$ cat config.mk
export PLATFORM = sky130hd
export DESIGN_NAME = alu8_core
export DESIGN_NICKNAME = d
export VERILOG_FILES = /design/src/rtl/alu8_pkg.sv /design/src/rtl/alu8_addsub.sv /design/src/rtl/alu8_logic.sv /design/src/rtl/alu8_flags.sv /design/src/rtl/alu8_core.sv
export SDC_FILE = /design/constraint.sdc
export NUM_CORES = 1
export LEC_CHECK = 0
export BUFFER_PORTS_ARGS = -buffer_cell sky130_fd_sc_hd__buf_2
export CORE_UTILIZATION = 61
export DETAILED_ROUTE_END_ITERATION = 7
export PLACE_DENSITY = 0.9
export SKIP_LAST_GASP = 1
export SYNTH_ARGS = -nofsm -noshare
export SYNTH_HDL_FRONTEND = slang
export SYNTH_SLANG_ARGS = --single-unit
$ cat constraint.sdc
create_clock -name vclk -period 11.71
set_input_delay 2.342 -clock vclk [all_inputs]
set_output_delay 2.342 -clock vclk [all_outputs]
set_load 0.02 [all_outputs]
$ cat src/rtl/alu8_pkg.sv
package alu8_pkg;
    localparam int DW   = 8;
    localparam int NFLG = 6;
    localparam int FC = 0;
    localparam int FZ = 1;
    localparam int FN = 2;
    localparam int FV = 3;
    localparam int FS = 4;
    localparam int FH = 5;

    typedef enum logic [3:0] {
        OP_ADD = 4'd0,  OP_ADC = 4'd1,  OP_SUB = 4'd2,  OP_SBC = 4'd3,
        OP_CMP = 4'd4,  OP_CPC = 4'd5,  OP_AND = 4'd6,  OP_OR  = 4'd7,
        OP_XOR = 4'd8,  OP_COM = 4'd9,  OP_NEG = 4'd10, OP_INC = 4'd11,
        OP_DEC = 4'd12, OP_CLR = 4'd13, OP_SER = 4'd14, OP_TST = 4'd15
    } alu_op_e;

    typedef enum logic [1:0] {
        LG_AND = 2'd0, LG_OR = 2'd1, LG_XOR = 2'd2, LG_INV = 2'd3
    } logic_fn_e;
endpackage

$ cat src/rtl/alu8_addsub.sv
module alu8_addsub #(
    parameter int W  = 8,
    parameter int HB = 4
) (
    input  logic [W-1:0] a,
    input  logic [W-1:0] b,
    input  logic         cin,
    input  logic         sub,
    output logic [W-1:0] sum,
    output logic         c_out,
    output logic         h_out,
    output logic         v_out
);
    logic [W-1:0]  bx;
    logic          ci;
    logic [W-1:0]  low_sum;
    logic [HB:0]   nib_sum;
    logic          c_msb_in;
    logic          c_msb_out;

    // subtraction: a + ~b + ~borrow, carries then read as inverted borrows
    assign bx = sub ? ~b : b;
    assign ci = sub ? ~cin : cin;

    assign low_sum  = {1'b0, a[W-2:0]} + {1'b0, bx[W-2:0]} + {{(W-1){1'b0}}, ci};
    assign c_msb_in = low_sum[W-1];
    assign c_msb_out = (a[W-1] & bx[W-1]) | (a[W-1] & c_msb_in) | (bx[W-1] & c_msb_in);
    assign sum      = {a[W-1] ^ bx[W-1] ^ c_msb_in, low_sum[W-2:0]};

    assign nib_sum  = {1'b0, a[HB-1:0]} + {1'b0, bx[HB-1:0]} + {{HB{1'b0}}, ci};

    assign c_out = sub ? ~c_msb_out : c_msb_out;
    assign h_out = sub ? ~nib_sum[HB] : nib_sum[HB];
    assign v_out = c_msb_in ^ c_msb_out;
endmodule

$ cat src/rtl/alu8_logic.sv
module alu8_logic
    import alu8_pkg::*;
#(
    parameter int W = 8
) (
    input  logic [W-1:0] a,
    input  logic [W-1:0] b,
    input  logic_fn_e    fn,
    output logic [W-1:0] y
);
    always_comb begin
        unique case (fn)
            LG_AND:  y = a & b;
            LG_OR:   y = a | b;
            LG_XOR:  y = a ^ b;
            LG_INV:  y = ~a;
            default: y = '0;
        endcase
    end
endmodule

$ cat src/rtl/alu8_flags.sv
module alu8_flags #(
    parameter int W = 8
) (
    input  logic [W-1:0] res,
    input  logic         v_in,
    output logic         n_out,
    output logic         z_out,
    output logic         s_out
);
    assign n_out = res[W-1];
    assign z_out = (res == '0);
    assign s_out = res[W-1] ^ v_in;
endmodule

$ cat src/rtl/alu8_core.sv
module alu8_core
    import alu8_pkg::*;
(
    input  logic [7:0] dst_a,
    input  logic [7:0] src_r,
    input  logic [7:0] imm_k,
    input  logic       use_imm,
    input  logic [3:0] op_sel,
    input  logic [5:0] flags_in,
    output logic [7:0] result,
    output logic [5:0] flags_out,
    output logic       wr_en
);
    alu_op_e          op;
    logic [DW-1:0]    opnd_b;
    logic [DW-1:0]    as_a, as_b, as_sum;
    logic             as_cin, as_sub, as_c, as_h, as_v;
    logic [DW-1:0]    lg_y;
    logic_fn_e        lg_fn;
    logic [DW-1:0]    res_mux;
    logic             v_sel;
    logic             fl_n, fl_z, fl_s;
    logic             cin_q;

    assign op     = alu_op_e'(op_sel);
    assign opnd_b = use_imm ? imm_k : src_r;
    assign cin_q  = flags_in[FC];

    // operand steering for the shared adder
    always_comb begin
        as_a   = dst_a;
        as_b   = opnd_b;
        as_cin = 1'b0;
        as_sub = 1'b0;
        unique case (op)
            OP_ADD: ;
            OP_ADC: as_cin = cin_q;
            OP_SUB, OP_CMP: as_sub = 1'b1;
            OP_SBC, OP_CPC: begin as_sub = 1'b1; as_cin = cin_q; end
            OP_NEG: begin as_a = '0; as_b = dst_a; as_sub = 1'b1; end
            OP_INC: as_b = DW'(1);
            OP_DEC: begin as_b = DW'(1); as_sub = 1'b1; end
            default: ;
        endcase
    end

    always_comb begin
        unique case (op)
            OP_OR:   lg_fn = LG_OR;
            OP_XOR:  lg_fn = LG_XOR;
            OP_COM:  lg_fn = LG_INV;
            default: lg_fn = LG_AND;
        endcase
    end

    alu8_addsub #(.W(DW), .HB(DW/2)) u_as (
        .a(as_a), .b(as_b), .cin(as_cin), .sub(as_sub),
        .sum(as_sum), .c_out(as_c), .h_out(as_h), .v_out(as_v)
    );

    alu8_logic #(.W(DW)) u_lg (
        .a(dst_a), .b((op == OP_TST) ? dst_a : opnd_b), .fn(lg_fn), .y(lg_y)
    );

    // result and overflow selection
    always_comb begin
        res_mux = as_sum;
        v_sel   = as_v;
        unique case (op)
            OP_AND, OP_OR, OP_XOR, OP_COM, OP_TST: begin res_mux = lg_y; v_sel = 1'b0; end
            OP_CLR: begin res_mux = '0; v_sel = 1'b0; end
            OP_SER: begin res_mux = '1; v_sel = flags_in[FV]; end
            default: ;
        endcase
    end

    alu8_flags #(.W(DW)) u_fl (
        .res(res_mux), .v_in(v_sel), .n_out(fl_n), .z_out(fl_z), .s_out(fl_s)
    );

    // flag assembly and write enable
    always_comb begin
        flags_out     = flags_in;
        wr_en         = 1'b1;
        result        = res_mux;
        flags_out[FN] = fl_n;
        flags_out[FZ] = fl_z;
        flags_out[FS] = fl_s;
        flags_out[FV] = v_sel;
        unique case (op)
            OP_ADD, OP_ADC, OP_SUB, OP_SBC, OP_NEG: begin
                flags_out[FC] = as_c;
                flags_out[FH] = as_h;
            end
            OP_CMP, OP_CPC: begin
                flags_out[FC] = as_c;
                flags_out[FH] = as_h;
                wr_en         = 1'b0;
            end
            OP_COM: flags_out[FC] = 1'b1;
            OP_TST: wr_en = 1'b0;
            OP_SER: flags_out = flags_in;
            default: ;
        endcase
    end

    // checks on the assembled outputs
    always_comb begin
        if (op == OP_ADD || op == OP_ADC) begin
            assert_add_sum_R2: assert ({flags_out[FC], result} ==
                ({1'b0, dst_a} + {1'b0, opnd_b} + {8'b0, (op == OP_ADC) & cin_q}));
            if (flags_out[FV]) begin
                assert_overflow_sign_R3: assert (dst_a[7] == opnd_b[7] && result[7] != dst_a[7]);
            end
        end
        if (op == OP_SUB || op == OP_SBC || op == OP_CMP || op == OP_CPC) begin
            assert_sub_borrow_R4: assert (flags_out[FC] ==
                (({1'b0, opnd_b} + {8'b0, (op == OP_SBC || op == OP_CPC) & cin_q}) > {1'b0, dst_a}));
        end
        if (op == OP_CMP || op == OP_CPC) begin
            assert_cmp_nowrite_R5: assert (!wr_en);
        end
        if (op != OP_SER) begin
            assert_zero_flag_R3: assert (flags_out[FZ] == (result == 8'h00));
        end
        if (op == OP_AND || op == OP_OR || op == OP_XOR || op == OP_TST) begin
            assert_keep_carry_R6: assert (flags_out[FC] == flags_in[FC] && !flags_out[FV]);
        end
    end
endmodule

Word level (Yosys, flattened, before mapping)
Cells that the tools add are included.
{ "op_classes": {"n_reduce_logical": 10, "n_mul": 0, "mux": 18, "add_sub_neg": 4, "div_mod_pow": 0, "shift": 0, "n_lt_le_gt_ge": 0, "bitwise": 17, "n_eq_ne": 18} }
{ "ops": {"columns": ["op", "count"], "rows": [
  ["$eq A4 B4 Y1 const B", 8],
  ["$mux W8", 4],
  ["$pmux W8 S4", 1],
  ["$pmux W8 S3", 1],
  ["$eq A4 B3 Y1 const B", 4],
  ["$not A8 Y8", 2],
  ["$pmux W8 S2", 1],
  ["$reduce_or A6 Y1", 2],
  ["$add A7 B7 Y8", 1],
  ["$add A8 B1 Y8", 1],
  ["$and A8 B8 Y8", 1],
  ["$eq A4 B2 Y1 const B", 2],
  ["$logic_not A8 Y1", 1],
  ["$or A8 B8 Y8", 1],
  ["$xor A8 B8 Y8", 1],
  ["$mux W1", 7],
  ["$reduce_or A7 Y1", 1],
  ["$pmux W2 S3", 1],
  ["$reduce_or A3 Y1", 2],
  ["$add A4 B4 Y5", 1],
  ["$add A5 B1 Y5", 1],
  ["$reduce_or A5 Y1", 1],
  ["$eq A2 B2 Y1 const B", 2],
  ["$eq A4 B1 Y1 const B", 1],
  ["other kinds (10)", 19]
]} }
{ "word_totals": {"register_bits": 0, "mem_bits_ro": 0, "out_inout_bits": 15, "ramBits": 0, "latch_bits": 0, "n_memories": 0, "word_cells": 67} }

Logic depth before layout (Yosys ltp)
Gate-level depths: netlist (run 1).
{ "depth": {"depth_word": 14, "mapped_depth": 19, "depth_no_buf": 18} }

By module
A second synthesis (run 1) with hierarchy kept.
{ "hier_totals": {"cells_unflattened": 250, "hier_area_um2": 2050.7} }
{ "modules_own_cells": {"columns": ["mod", "cells_per_inst", "instances", "area_each_um2"], "rows": [
  ["alu8_core", 142, 1, 1091.0],
  ["alu8_logic", 50, 1, 486.7],
  ["alu8_addsub", 53, 1, 437.9],
  ["alu8_flags", 5, 1, 35.0]
]} }

Worst setup path before layout (run 1)
OpenSTA, ideal clock, no wires.
{ "synth_timing": {"path_kind": "input -> output", "from": "input op_sel[0]", "to": "output flags_out[1]", "path_buffers": 4, "arrival_ns": 6.840, "stages": 19, "setup_slack_ns": 2.528, "cell_sequence": "clkbuf_1 clkbuf_1 clkbuf_1 clkbuf_1 nand2_1 a21oi_1 a211oi_1 ha_1 o21ai_0 o21bai_1 a21oi_1 o21a_1 fa_1 nor2_1 o21ai_0 o221ai_2 or4_1 or4b_1 o31ai_2"} }
{ "synth_between": {"elab_chain_cells": 11} }
{ "synth_lines": {"columns": ["item", "line", "text"], "rows": [
  ["start: declaration", "alu8_core.sv:8", "input logic [3:0] op_sel,"],
  ["$eq A4 B4 Y1", "alu8_core.sv:35", "unique case (op)"],
  ["$reduce_or A2 Y1 (no line)", null, null],
  ["$pmux W8 S2", "alu8_core.sv:35", null],
  ["$not A8 Y8", "alu8_addsub.sv:22", "assign bx = sub ? ~b : b;"],
  ["$mux W8", "alu8_addsub.sv:22", null],
  ["$add A7 B7 Y8", "alu8_addsub.sv:25", "assign low_sum = {1'b0, a[W-2:0]} + {1'b0, bx[W-2:0]} + {{(W-1){1'b0}}, ci};"],
  ["$add A8 B1 Y8", "alu8_addsub.sv:25", null],
  ["$xor A1 B1 Y1", "alu8_addsub.sv:28", "assign sum = {a[W-1] ^ bx[W-1] ^ c_msb_in, low_sum[W-2:0]};"],
  ["$pmux W8 S3 *", "alu8_core.sv:69", "unique case (op)"],
  ["named net fl_n", "alu8_core.sv:22", "logic fl_n, fl_z, fl_s;"],
  ["$logic_not A8 Y1 *", "alu8_flags.sv:11", "assign z_out = (res == '0);"],
  ["$mux W4 *", "alu8_core.sv:90", "unique case (op)"],
  ["end: declaration", "alu8_core.sv:11", "output logic [5:0] flags_out,"]
]} }
Mark *: on every way through the listed nets, which the timed path passes. The rest lies on a longest branch.

Worst setup path after layout (run 1)
{ "layout_timing": {"from": "input op_sel[1]", "to": "output flags_out[1]"} }
{ "layout_between": {"elab_chain_cells": 11} }
{ "layout_lines": {"columns": ["item", "line"], "rows": [
  ["$eq A4 B4 Y1", "alu8_core.sv:35"],
  ["$reduce_or A2 Y1 (no line)", null],
  ["$pmux W8 S2", "alu8_core.sv:35"],
  ["$not A8 Y8", "alu8_addsub.sv:22"],
  ["$mux W8", "alu8_addsub.sv:22"],
  ["$add A7 B7 Y8", "alu8_addsub.sv:25"],
  ["$add A8 B1 Y8", "alu8_addsub.sv:25"],
  ["$xor A1 B1 Y1", "alu8_addsub.sv:28"],
  ["$pmux W8 S3", "alu8_core.sv:69"],
  ["$logic_not A8 Y1", "alu8_flags.sv:11"],
  ["$mux W4 *", "alu8_core.sv:90"]
]} }
Every way passes the cells marked *; elsewhere a longest branch is shown, timed or not.

==> results.md, run 1 <==
* Status: finished with violations
* Failing checks: design-rule violations
* Worst-path fanout max at 39
* DR DRC count at 3
* Post-detail-place hpwl at 4.05 mm
* Setup Slack @ Placement at 2040 ps
* Post-Syn Instances at 305
* Cell Pwr Density at 63.3 nW/um^2
* RSZ-0062 raised after global routing: false
* Core Footprint at 2850 sq um
* CP max stage cell: fa_1
* Detailed Route Iter0 Violations at 220
* Seq. cell area at 0 sq um
* Startpoint Class: input port
* Total I/O pin count at 50
* Fmax at 102 MHz
* Dpl cell area at 2100 sq um
* Sequential fraction of the synthesis area at 0%
* Worst EP arrival at 7430 ps
* Max transition margin at 53.6%
* Most frequent cells in the layout: buf_2 (50), o21ai_0 (42), nand2_1 (36), nor2_1 (33), a21oi_1 (28)
* # rows at 19
* Worst hold path type: in -> out
* DIE WIDTH at 57.8 um
* Die area at 3340 sq um
* Final Cycle Share at 83.5%
* Design Area, Final at 2100 sq um
* Syn. warnings at 0
* Layout Nets at 395
* Antenna Cells at 0
* Slew Viols, Final at 0
* Worst-Margin Slew at 695 ps
* Fin. Hold Viols at 0
* Syn Std Cell Area at 1900 sq um
* Commonest non-fill, non-tap cell in the layout: buf_2
* Synth top area share at 14.5%
* Drt pass-1 iters at 7
* I/O Buffers at 50
* Post-synthesis cell type count at 50
* Crit-path cells: buf_2 > inv_1 > nor2_1 > o21ai_0 > a21oi_1 > a21oi_1 > o21a_1 > ha_1 > a211oi_1 > o21bai_1 > a21oi_1 > o21a_1 > fa_1 > nor2_1 > o21ai_0 > o221ai_2 > or4_1 > or4b_1 > o31ai_2 > buf_2
* Die height at 57.8 um
* Area growth from synthesis to layout at 10.4%
* Synthesized area per cell at 6.23 sq um
* Crit. End Element: output port
* Multi-input combinational cell area at 1720 sq um
* Max stage delay on crit path at 560 ps
* Crit Path Category: in -> out
* DR WL/cell at 14.7 um
* Starting Density at 66.6%
* Critical path required time at 9370 ps
* Fin crit period at 9770 ps
* Max_cap viols at 0
* Setup Viol. Count Final at 0
* Number of sequential cells at 0
* CLK BUF at 0
* Remaining global-route overflow at 0
* Routed via count at 2,270
* Global-route wire length before repair at 8.65 mm
* Routed Antenna Nets at 0
* GRT Overall Usage at 32.0%
* VDD IR max at 0.0398 mV
* Dominant cell type by area after synthesis: ha_1
* GPL Wtd Cong at 0.972
* Post-CTS repair timing setup buffer count at 0
* Setup ws final at 1940 ps
* Layout fillers at 271
* DR vias/cell at 6.24
* Initial antenna violation count at 0
* Drt total wl at 5.33 mm
* Cts hold-fix bufs at 0
* Largest net degree at the start of global routing at 42
* Post-cts repair resize count at 0
* Vias in the first global route at 1,907
* Syn nets at 365
* Pleak at 1.03 nW
* Layout cells sized above 1 at 17.7%
* Largest cells by area after synthesis: ha_1 (14%), o21ai_0 (11%), a21oi_1 (7.4%), nand2_1 (7.1%), nor2_1 (6.5%)
* Pwr Total at 0.000133 W
* Crit-path most repeated cell: a21oi_1
* Setup TNS at 0 ps
==> routing by layer <==
layer	vias to the layer above	wire length (um)	track usage, %
li1	1146	-	-
met4	0	21	6.12
met3	2	437	1.12
met5	-	0	0
met1	1006	2240	44.0
met2	116	2630	56.0
==> worst max-delay path, delay by kind of cell <==
| family | cells | cell delay, ps |
|---|---|---|
| compound gates | 11 | 1730 |
| fa+ha+maj | 2 | 850 |
| buf+inv | 3 | 930 |
| simple gates | 4 | 1560 |
==> through the flow <==
step                hold slack [ps]  std cells  utilization, %
floorplan                      4840        305               -
detailed placement             5000        364            73.6
finish                         5000        364            73.6
global placement               4990        364            73.6
CTS                            5000        364            73.6
global route                   5020        364            73.6
==> synthesized netlist by cell type, drive strengths merged, types with 2 or more instances <==
cell,number
mux2,2
xnor2,2
fa,3
o21ai,44
nor3b,3
a31oi,2
a21o,7
nor3,5
xor2,4
nand2b,4
ha,22
a22oi,6
nor2,33
o21bai,2
nor2b,3
a21oi,28
o31ai,2
clkbuf,15
maj3,6
a32oi,2
o221ai,3
buf,7
mux2i,9
or2,2
inv,23
a211oi,7
nand2,36
o21a,9
==> where the power goes <==
part / switching, W / internal, W / leakage, nW
logic: 0.0000811 / 0.0000518 / 1.03
clock network: 0 / 0 / 0
registers: 0 / 0 / 0
total: 0.0000811 / 0.0000518 / 1.03
==> logic make-up after synthesis <==
logic type,after synthesis,synth area share [%]
AO/OA/AOI/OAI,118,38.2
buffers and inverters,45,9.35
multiplexers,11,5.93
AND/OR/NAND/NOR,94,23.0
adder cells (fa/ha/maj),31,20.8
XOR/XNOR,6,2.76
==> final timing paths <==
check	start	to	slack [ps]	cells past startpoint
worst max-delay path	op_sel[1]	flags_out[1]	1940	20
worst min-delay path	flags_in[3]	flags_out[3]	5000	3
==> area by class of cell <==
class	count	area share, %
timing repair buffer	50	11.9
tap	31	1.85
inverter	23	4.11
multi-input combinational	260	82.1
Power figures use the tool's default switching activity.
==> inputs of run 2 (changes only) <==
Settings changed: CORE_UTILIZATION 61 to 51, PLACE_DENSITY 0.9 to 0.8.
Clock period 11.71 ns to 8.7 ns, I/O delays scaled along.
==> run 2 against run 1 <==
The flow now finishes without violations. Core utilization fell by 11 points. Die area rose by 19%. Cell area rose by 2.3%. Sequential share of layout area did not move. Critical endpoint unchanged. Largest power group unchanged.
==> results.md, run 2 (synthesis results as in run 1) <==
* Hold_sp: flags_in[1]
* Seq. cell area at 0 sq um (unchanged)
* Startpoint Class: input port
* Cell Pwr Density at 83.8 nW/um^2 (+32%)
* Most frequent cells in the layout: buf_2 (50), o21ai_0 (42), nand2_1 (36), nor2_1 (33), a21oi_1 (28)
* Worst hold path type: in -> out
* Number of sequential cells at 0 (unchanged)
* Drt pass-1 iters at 4 (-3)
* Multi-input combinational cell area at 1720 sq um (unchanged)
* Antenna Cells at 0 (unchanged)
* Status: complete, no violations
* Vias in the first global route at 2,012 (+5.5%)
* Setup ws final at 549 ps (-1390 ps)
* GPL Wtd Cong at 0.893 (-8.1%)
* Post-detail-place hpwl at 4.21 mm (+3.9%)
* Total I/O pin count at 50 (unchanged)
* VDD IR max at 0.0437 mV (+9.7%)
* Setup crit start: op_sel[2]
* Layout cells sized above 1 at 18.7% (+0.98 points)
* I/O Buffers at 50 (unchanged)
* Fmax at 123 MHz
* # rows at 21 (+2)
* Layout Nets at 399 (+1.0%)
* Commonest non-fill, non-tap cell in the layout: buf_2
* Worst EP arrival at 6410 ps (-1020 ps)
* Final Cycle Share at 93.7%
* DR WL/cell at 14.5 um (-0.99%)
* Routed via count at 2,297 (+1.2%)
* Die height at 63.0 um (+9.0%)
* Fin. Hold Viols at 0 (unchanged)
* DR vias/cell at 6.00 (-3.8%)
* Dpl cell area at 2150 sq um (+2.3%)
* CLK BUF at 0 (unchanged)
* Setup Slack @ Placement at 577 ps (-1470 ps)
* Worst-path fanout max at 18 (-54%)
* Crit. End Element: output port
* Post-cts repair resize count at 0 (unchanged)
* Largest net degree at the start of global routing at 41 (-2.4%)
* Crit Path Category: in -> out
* Post-CTS repair timing setup buffer count at 0 (unchanged)
* Routed Antenna Nets at 0 (unchanged)
* Pleak at 1.05 nW (+1.9%)
* GRT Overall Usage at 28.3% (-3.7 points)
* Setup TNS at 0 ps (unchanged)
* Max_cap viols at 0 (unchanged)
* Worst-Margin Slew at 674 ps (-21.1 ps)
* Area growth from synthesis to layout at 13.0%
* Initial antenna violation count at 0 (unchanged)
* DIE WIDTH at 63.0 um (+9.0%)
* Remaining global-route overflow at 0 (unchanged)
* Max transition margin at 55.0% (+1.4 points)
* Critical path required time at 6960 ps (-2410 ps)
* Hold Path Sink: flags_out[1]
* Die area at 3970 sq um (+19%)
* Slew Viols, Final at 0 (unchanged)
* Global-route wire length before repair at 9.30 mm (+7.6%)
* Core Footprint at 3440 sq um (+21%)
* Layout fillers at 333 (+23%)
* Detailed Route Iter0 Violations at 141 (-36%)
* Design Area, Final at 2150 sq um (+2.3%)
* Setup Viol. Count Final at 0 (unchanged)
* WHS Path Cells at 4 (+1)
* Fin crit period at 8150 ps
* Starting Density at 55.2% (-11 points)
* Cts hold-fix bufs at 0 (unchanged)
* DR DRC count at 0 (-3)
* Drt total wl at 5.56 mm (+4.2%)
* Layout Utilization at 62.4% (-11 points)
* RSZ-0062 raised after global routing: false
==> run 2: how the worst max path moves through the flow <==
stage              endpoint  slack, ps  cells after the start
2_1_floorplan  flags_out[1]        720                     19
3_5_place_dp   flags_out[1]        580                     17
6_report       flags_out[1]        550                     18
5_1_grt        flags_out[1]        240                     18
4_1_cts        flags_out[1]        580                     17
3_3_place_gp   flags_out[1]        690                     17
==> run 2: layout make-up <==
type	instances	share of cell area [%]
inverter	23	4.02
multi-input combinational	260	80.2
tap	46	2.68
timing repair buffer	54	13.1
==> run 2: routing by layer <==
metal	vias up	share of wire, %	track usage, %
met3	8	8.6	4.01
met2	98	48	49.5
met4	0	1.3	6.98
met1	1045	42	35.8
met5	-	0	0
li1	1146	-	-
==> run 2: critical path: stages <==
cell,delay (ps)
buf_2,290
nor2b_1,610
o21ai_0,200
nor2_1,120
a211oi_1,70
ha_1,370
o21ai_0,120
o21bai_1,180
a21oi_1,120
o21a_1,240
fa_1,550
nor2_1,60
o21ai_0,180
o221ai_2,150
or4_1,520
or4b_1,530
o31ai_2,180
buf_2,190
==> run 2: metrics by stage <==
stage | hold WS [ps] | instances | total power, W
4_1_cts | 3800 | 383 | 0.000179
3_3_place_gp | 3800 | 383 | 0.000176
6_report | 3800 | 383 | 0.000180
2_1_floorplan | 3630 | 305 | 0.000133
5_1_grt | 3820 | 383 | 0.000200
3_5_place_dp | 3800 | 383 | 0.000178
==> run 2: report_power, final <==
group	internal [W]	switching, W	total (W)
clock network	0	0	0
registers	0	0	0
logic	0.0000711	0.000109	0.000180
total	0.0000711	0.000109	0.000180
